$ cat src/rtl/chr_bank_pkg.sv
package chr_bank_pkg;
  localparam int BANK_W   = 8;  // CHR A17..A10
  localparam int IDX_W    = 3;  // stored register index
  localparam int NUM_WIDE = 2;  // 2 KB banks in the lower pattern half
  localparam int NUM_FINE = 4;  // 1 KB banks in the upper pattern half
  localparam int NUM_CHR  = NUM_WIDE + NUM_FINE;
  localparam int PPU_W    = 3;  // PPU A12..A10

  typedef struct packed {
    logic [NUM_CHR-1:0] load;   // one load enable per character bank
    logic [BANK_W-1:0]  value;  // byte to load
  } bankStrobe_t;
endpackage

$ cat src/rtl/chr_bank_ctrl.sv
module chr_bank_ctrl
  import chr_bank_pkg::*;
(
  input  logic              phi2,
  input  logic              rstN,
  input  logic              cpuRw,
  input  logic              romSelN,
  input  logic              cpuA14,
  input  logic              cpuA13,
  input  logic              cpuA0,
  input  logic [BANK_W-1:0] cpuData,
  output bankStrobe_t       strobe,
  output logic [IDX_W-1:0]  selIdx
);
  logic regHit;
  logic dataHit;

  // Mapper window: write, ROM selected, A14 and A13 both low.
  assign regHit  = !cpuRw && !romSelN && !cpuA14 && !cpuA13;
  assign dataHit = regHit && cpuA0;

  always_ff @(negedge phi2 or negedge rstN) begin
    if (!rstN)
      selIdx <= '0;
    else if (regHit && !cpuA0)
      selIdx <= cpuData[IDX_W-1:0];
  end

  assign strobe.value = cpuData;

  // Index decoder; indices beyond the character banks produce no enable.
  for (genvar i = 0; i < NUM_CHR; i++) begin : g_dec
    assign strobe.load[i] = dataHit && (selIdx == IDX_W'(i));
  end
endmodule

$ cat src/rtl/chr_bank_regs.sv
module chr_bank_regs
  import chr_bank_pkg::*;
(
  input  logic                            phi2,
  input  logic                            rstN,
  input  bankStrobe_t                     strobe,
  input  logic [PPU_W-1:0]                ppuA,
  output logic [BANK_W-1:0]               chrA,
  output logic [NUM_CHR-1:0][BANK_W-1:0]  bankView
);
  localparam int SRC_N = 1 << PPU_W;           // mux inputs per output bit
  localparam int WIDE_SLOTS = SRC_N / 2;       // windows in the lower half

  logic [NUM_WIDE-1:0][BANK_W-2:0] wideBank;   // bit 0 never stored
  logic [NUM_FINE-1:0][BANK_W-1:0] fineBank;

  for (genvar w = 0; w < NUM_WIDE; w++) begin : g_wide
    always_ff @(negedge phi2 or negedge rstN) begin
      if (!rstN)
        wideBank[w] <= '0;
      else if (strobe.load[w])
        wideBank[w] <= strobe.value[BANK_W-1:1];
    end
    assign bankView[w] = {wideBank[w], 1'b0};
  end

  for (genvar f = 0; f < NUM_FINE; f++) begin : g_fine
    always_ff @(negedge phi2 or negedge rstN) begin
      if (!rstN)
        fineBank[f] <= '0;
      else if (strobe.load[NUM_WIDE+f])
        fineBank[f] <= strobe.value;
    end
    assign bankView[NUM_WIDE+f] = fineBank[f];
  end

  // One 8:1 mux per output bit, selected by PPU A12..A10.
  for (genvar k = 0; k < BANK_W; k++) begin : g_bit
    logic [SRC_N-1:0] src;
    for (genvar s = 0; s < SRC_N; s++) begin : g_src
      if (s < WIDE_SLOTS) begin : g_low
        if (k == 0) begin : g_pass
          assign src[s] = ppuA[0];
        end else begin : g_reg
          assign src[s] = wideBank[s/2][k-1];
        end
      end else begin : g_high
        assign src[s] = fineBank[s-WIDE_SLOTS][k];
      end
    end
    assign chrA[k] = src[ppuA];
  end
endmodule

$ cat src/rtl/chr_bank_switch.sv
module chr_bank_switch
  import chr_bank_pkg::*;
(
  input  logic              phi2,
  input  logic              rstN,
  input  logic              cpuRw,
  input  logic              romSelN,
  input  logic              cpuA14,
  input  logic              cpuA13,
  input  logic              cpuA0,
  input  logic [7:0]        cpuData,
  input  logic [2:0]        ppuA,
  output logic [7:0]        chrA
);
  bankStrobe_t                     strobe;
  logic [IDX_W-1:0]                selIdx;
  logic [NUM_CHR-1:0][BANK_W-1:0]  bankView;

  chr_bank_ctrl ctrl_i (
    .phi2(phi2), .rstN(rstN), .cpuRw(cpuRw), .romSelN(romSelN),
    .cpuA14(cpuA14), .cpuA13(cpuA13), .cpuA0(cpuA0), .cpuData(cpuData),
    .strobe(strobe), .selIdx(selIdx)
  );

  chr_bank_regs regs_i (
    .phi2(phi2), .rstN(rstN), .strobe(strobe), .ppuA(ppuA),
    .chrA(chrA), .bankView(bankView)
  );
endmodule

$ cat config.mk
export PLATFORM = sky130hd
export DESIGN_NAME = chr_bank_switch
export DESIGN_NICKNAME = d
export VERILOG_FILES = /design/src/rtl/chr_bank_pkg.sv /design/src/rtl/chr_bank_ctrl.sv /design/src/rtl/chr_bank_regs.sv /design/src/rtl/chr_bank_switch.sv
export SDC_FILE = /design/constraint.sdc
export NUM_CORES = 1
export LEC_CHECK = 0
export ABC_AREA = 1
export CAP_MARGIN = 20
export CORE_MARGIN = 4
export CORE_UTILIZATION = 60
export CTS_CLUSTER_SIZE = 40
export DETAILED_ROUTE_END_ITERATION = 10
export DONT_BUFFER_PORTS = 1
export GPL_TIMING_DRIVEN = 0
export PLACE_DENSITY = 0.74
export SKIP_CTS_REPAIR_TIMING = 1
export SLEW_MARGIN = 15
export SYNTH_ARGS = -nofsm -noshare
export SYNTH_HDL_FRONTEND = slang
export SYNTH_HIERARCHICAL = 1
export SYNTH_SLANG_ARGS = --single-unit
export TNS_END_PERCENT = 100
$ cat constraint.sdc
create_clock -name phi2 -period 2.2 [get_ports phi2]
set_input_delay 0.11 -clock phi2 [delete_from_list [all_inputs] [get_ports phi2]]
set_output_delay 0.11 -clock phi2 [all_outputs]
set_load 0.05 [all_outputs]
==> results of run 1 <==
[sequential cells by signal, summed over array words and instances, names as in the netlist]
signal           count
regs_i/bankView     46
ctrl_i/selIdx        3
[through the flow]
stage | hold WS, ns | TNS [ns] | setup WS, ns
after detailed placement | 0.456 | -5.45 | -0.236
after global routing | 0.463 | -2.11 | -0.329
after CTS | 0.456 | -2.63 | -0.366
after floorplan | 0.441 | -0.419 | -0.0363
after global placement | 0.450 | -4.89 | -0.198
final | 0.453 | -1.59 | -0.283
[worst paths after layout]
kind | start | to | slack, ns
worst max-delay path | regs_i/bankView[16]$_DFFE_NN0P_ | chrA[0] | -0.28
worst min-delay path | regs_i/bankView[24]$_DFFE_NN0P_ | regs_i/bankView[24]$_DFFE_NN0P_ | 0.45
worst max register to register | ctrl_i/selIdx[1]$_DFFE_NN0P_ | regs_i/bankView[17]$_DFFE_NN0P_ | 0.65
worst min register to register | regs_i/bankView[24]$_DFFE_NN0P_ | regs_i/bankView[24]$_DFFE_NN0P_ | 0.45
max in group asynchronous | rstN | regs_i/bankView[40]$_DFFE_NN0P_ | 1.59
min in group asynchronous | rstN | regs_i/bankView[2]$_DFFE_NN0P_ | 0.48
[per-layer routing]
layer,vias to the layer above,routed length [microns]
met1,818,2460
met2,35,2350
met4,0,53
met3,6,205
met5,-,0
li1,821,-
[area by class of cell]
class	instances	area (sq um)
Fill cell	292	1080
Clock inverter	1	5.00
Tap cell	48	60.1
Multi-Input combinational cell	160	1100
Sequential cell	49	1230
Buffer	21	163
Clock buffer	7	96.3
Inverter	18	70.1
[power groups by stage]
stage	clock, W	combinational (W)	sequential (W)
final	0.000576	0.000478	0.00114
after global routing	0.000624	0.000517	0.00116
after CTS	0.000584	0.000446	0.00114
after detailed placement	0	0.000445	0.00116
after global placement	0	0.000429	0.00115
after floorplan	0	0.000388	0.00113
==> impl_results.md, run 1 <==
- Mapped Cells: ~250
- Largest net degree at the start of global routing: 50
- # placed instances: just under 300
- Worst hold path class: reg2reg
- Max_cap viols: 0
- Synthesis Warnings: 6
- CP max-delay cell: dfrtn_1
- Worst-Margin Slew: approximately 0.39 ns
- Gr busiest metal: met2
- M2 GR Usage: 33.0%
- GRT Resource Usage Total: between 20% and 30%
- Placed instance area: ~2600 sq um
- Initial Utilization: a little under two thirds
- Clock power frac: about a quarter
- Met1 usage: between 30% and 40%
- Final setup violating endpoints: 8
- P_leak: between 1 and 1.5 nW
- CP Max Fanout: 2
- Status: finished with violations
- N_diodes: 0
- Global route overflow: 0
- Worst vdd ir: between 0.0004 and 0.0005 V
- Levels on crit path: 4
- WS Path Type: reg2out
- Syn_nets: between 200 and 300
- Internal: between 0.0015 and 0.002 W
- Sw Pwr: roughly 0.00065 W
- CTS tree: done
- Failing checks: setup timing
- Nets: between 200 and 300
- # IOs: 26
- Crit path required time: roughly 2.1 ns
- Commonest cells after routing, fill and taps aside: 56 x nand2_1, 49 x dfrtn_1, 26 x mux2_2
- Die area: between 5000 and 6000 sq um
- Area growth syn-to-layout: 12.1%
- Final hold viol count: 0
- Placer Congestion: 0.767
- Worst r2r path cells: 5
- Power share of the sequential group: approximately 52%
- Width of the die: between 70 and 80 microns
- Residual DRC: 0
- Worst skew pair latency: approximately 0.30 ns
- Final non-filler cell total: just over 300
- DR iter-0 viols: a little under 90
- Vias: 1680
- Root Buffer: clkbuf_8
- CTS clk-pin slew, worst paths: about 0.060 ns
- CTS Buf Count: 5
- First-pass GRT wire length: approximately 8300 microns
- Sw frac: around 30%
- H-tree depth: 2
- CP top delay family: flip-flops
- Clk_skew: 0.00486 ns
- Clock sinks: just under 50
- Final Total Pwr: 0.00220 W
- Vias per cell: ~5.5
- CP arrival: between 2 and 2.5 ns
- Layout cells sized above 1: between 30 and 40%
- Number of global-route vias before repair: 1715
- Initial antenna violation count: 0
- Max Root-Sink Buffers: 2
- Setup WS post-layout: -0.283 ns
- Die height: 71.6 microns
- PD cells: slightly above 800 nW/um^2
- Crit path buf inv count: 1
- Initial DRT Pass Iterations: 4
- Slew Limit Headroom: 74.3%
- WL per Instance: between 15 and 20 microns
- Final Cell Area: between 2000 and 3000 sq um
- Slew Viols, Final: 0
- Syn Std Cell Area: approximately 2400 sq um
- CP Cell Sequence: inv_1 -> nand2_1 -> nand3_2 -> a21oi_4
- Antenna Nets Post-Route: 0
- Combinational share of power: 21.8%
- I/O Buffers: 0
- Syn avg cell area: about 9.8 sq um
- WL final: between 5000 and 6000 microns
- CP endpoint kind: primary output
- Hold path depth: 1
- Commonest non-fill, non-tap cell in the layout: nand2_1
- Fin util: between 70% and 80%
- DPL Wire Length: around 3500 microns
- Core Area: roughly 3800 sq um
- Met3 usage: under 10%
- RSZ-0062 raised after global routing: yes
- FP Rows: 22
- Crit path largest cell delay: between 0.3 and 0.4 ns
- Startpoint types: flop
Power figures use the tool's default switching activity.
==> run 2: changes to the inputs <==
CORE_UTILIZATION = 35   (was 60)
PLACE_DENSITY = 0.47   (was 0.74)
==> impl_results.md, run 2 (synthesis gave the netlist of run 1 again) <==
- Status: finished with violations
- Failing checks: setup timing
- Initial antenna violation count: 0
- Final Hold Slack: 0.452 ns
- Internal: between 0.0015 and 0.002 W
- Setup WS post-layout: -0.267 ns
- Initial DRT Pass Iterations: 4
- Gr busiest metal: met2
- # placed instances: around 330
- Final non-filler cell total: about 340
- Clk_skew: about 0.006 ns
- N_diodes: 0
- Placer Congestion: ~0.70
- Worst hold path class: reg2reg
- WS Path Type: reg2out
- Width of the die: between 90 and 100 microns
- Final hold viol count: 0
- Largest net degree at the start of global routing: 50
- Max Root-Sink Buffers: 2
- Clock sinks: around 50
- Commonest cells after routing, fill and taps aside: 55 x nand2_1, 49 x dfrtn_1, 26 x mux2_2
- Power share of the sequential group: a little under half
- Initial Utilization: 35.9%
- GRT Resource Usage Total: between 10% and 20%
- Combinational share of power: between 20% and 30%
- FP Rows: 30
- Vias: approximately 1600
- PD cells: 849 nW/um^2
- Worst vdd ir: slightly above 0.0003 V
- Number of global-route vias before repair: ~1700
- Worst skew pair latency: about 0.30 ns
- Clock power frac: around a third
- Max FFs per register: 46
- CTS tree: done
- Storage element area: ~1200 sq um
- Nets: 274
- Root Buffer: clkbuf_8
- Met3 usage: 2.73%
- CP arrival: 2.36 ns
- Crit path required time: approximately 2.1 ns
- I/O Buffers: 0
- CTS Buf Count: 5
- Global route overflow: 0
- WL final: between 5000 and 6000 microns
- Final setup violating endpoints: 8
- Slew Viols, Final: 0
- Fillers: around 700
- Sw Pwr: about 0.00067 W
- First-pass GRT wire length: 8940 microns
- Sw frac: between 20% and 30%
- TNS Setup: -1.56 ns
- RSZ-0062 raised after global routing: yes
- Met1 usage: approximately a fifth
- P_leak: 1.34 nW
- DR iter-0 viols: just under 80
- Commonest non-fill, non-tap cell in the layout: nand2_1
- Antenna Nets Post-Route: 0
- Die area: 8340 sq um
- Startpoint types: flop
- Core Area: a little under 7000 sq um
- CP endpoint kind: primary output
- Area growth syn-to-layout: 15.7%
- Layout cells sized above 1: between 30 and 40%
- CP Max Fanout: 2
- CTS clk-pin slew, worst paths: around 0.06 ns
- Vias per cell: ~4.9
- M2 GR Usage: ~22%
- Residual DRC: 0
- Slew Limit Headroom: between 70% and 80%
- DPL Wire Length: about 3800 microns
- # IOs: 26
- Max_cap viols: 0
- Die height: between 90 and 100 microns
- Multi-input gate area: 1100 sq um
- H-tree depth: 2
- Worst-Margin Slew: 0.390 ns
- WL per Instance: roughly 17 microns
[run 2: cell types whose count changed in the layout (fill, tap and decap cells not counted)]
cell       delta
bufinv_16     +2
clkbuf_8      -2
buf_6         +1
inv_1         -1
inv_2         +1
nand2_1       -1
nand2_2       +1
[run 2: per-stage QoR]
stage / util (%) / cell area, sq um / worst slack [ns] / power (W)
after floorplan: - / 2500 / -0.0363 / 0.00152
after global placement: 38.5 / 2600 / -0.286 / 0.00159
after detailed placement: 38.5 / 2600 / -0.325 / 0.00160
after CTS: 40.4 / 2730 / -0.388 / 0.00237
after global routing: 41.6 / 2810 / -0.340 / 0.00250
final: 41.6 / 2810 / -0.267 / 0.00238
[run 2: area by class of cell]
class	instances	area share, %
plain buffers	21	5.92
inverters	18	2.49
repair buffers	1	0.267
clock inverters	3	2.32
flip-flops and latches	49	43.7
clock buffers	5	2.45
multi-input cells	160	39.3
well taps	80	3.56
[run 2: final timing paths]
kind / startpoint / end / slack (ns) / depth (start not counted)
max in group asynchronous: rstN / regs_i/bankView[40]$_DFFE_NN0P_ / 1.59 / 0
min in group asynchronous: rstN / ctrl_i/selIdx[2]$_DFFE_NN0P_ / 0.48 / 0
setup / recovery: regs_i/bankView[16]$_DFFE_NN0P_ / chrA[0] / -0.27 / 4
setup reg to reg: ctrl_i/selIdx[1]$_DFFE_NN0P_ / regs_i/bankView[17]$_DFFE_NN0P_ / 0.65 / 5
hold / removal: regs_i/bankView[1]$_DFFE_NN0P_ / regs_i/bankView[1]$_DFFE_NN0P_ / 0.45 / 1
hold reg to reg: regs_i/bankView[1]$_DFFE_NN0P_ / regs_i/bankView[1]$_DFFE_NN0P_ / 0.45 / 1
[run 2: routing by layer]
layer | share of wire, % | up-vias
li1 | - | 826
met1 | 49 | 794
met2 | 47 | 20
met3 | 2.8 | 7
met4 | 1.1 | 0
met5 | 0 | -
[run 2: power groups by stage]
stage	Clock, W	Combinational (W)	Sequential (W)
floorplan	0	0.000388	0.00113
global placement	0	0.000441	0.00115
detailed placement	0	0.000446	0.00115
CTS	0.000781	0.000447	0.00114
global route	0.000816	0.000526	0.00116
finish	0.000764	0.000484	0.00114
[run 2: critical path, stage by stage, from the launching register on]
cell,delay (ns)
dfrtn_1,0.40
inv_2,0.04
nand2_2,0.05
nand3_2,0.09
a21oi_4,0.37
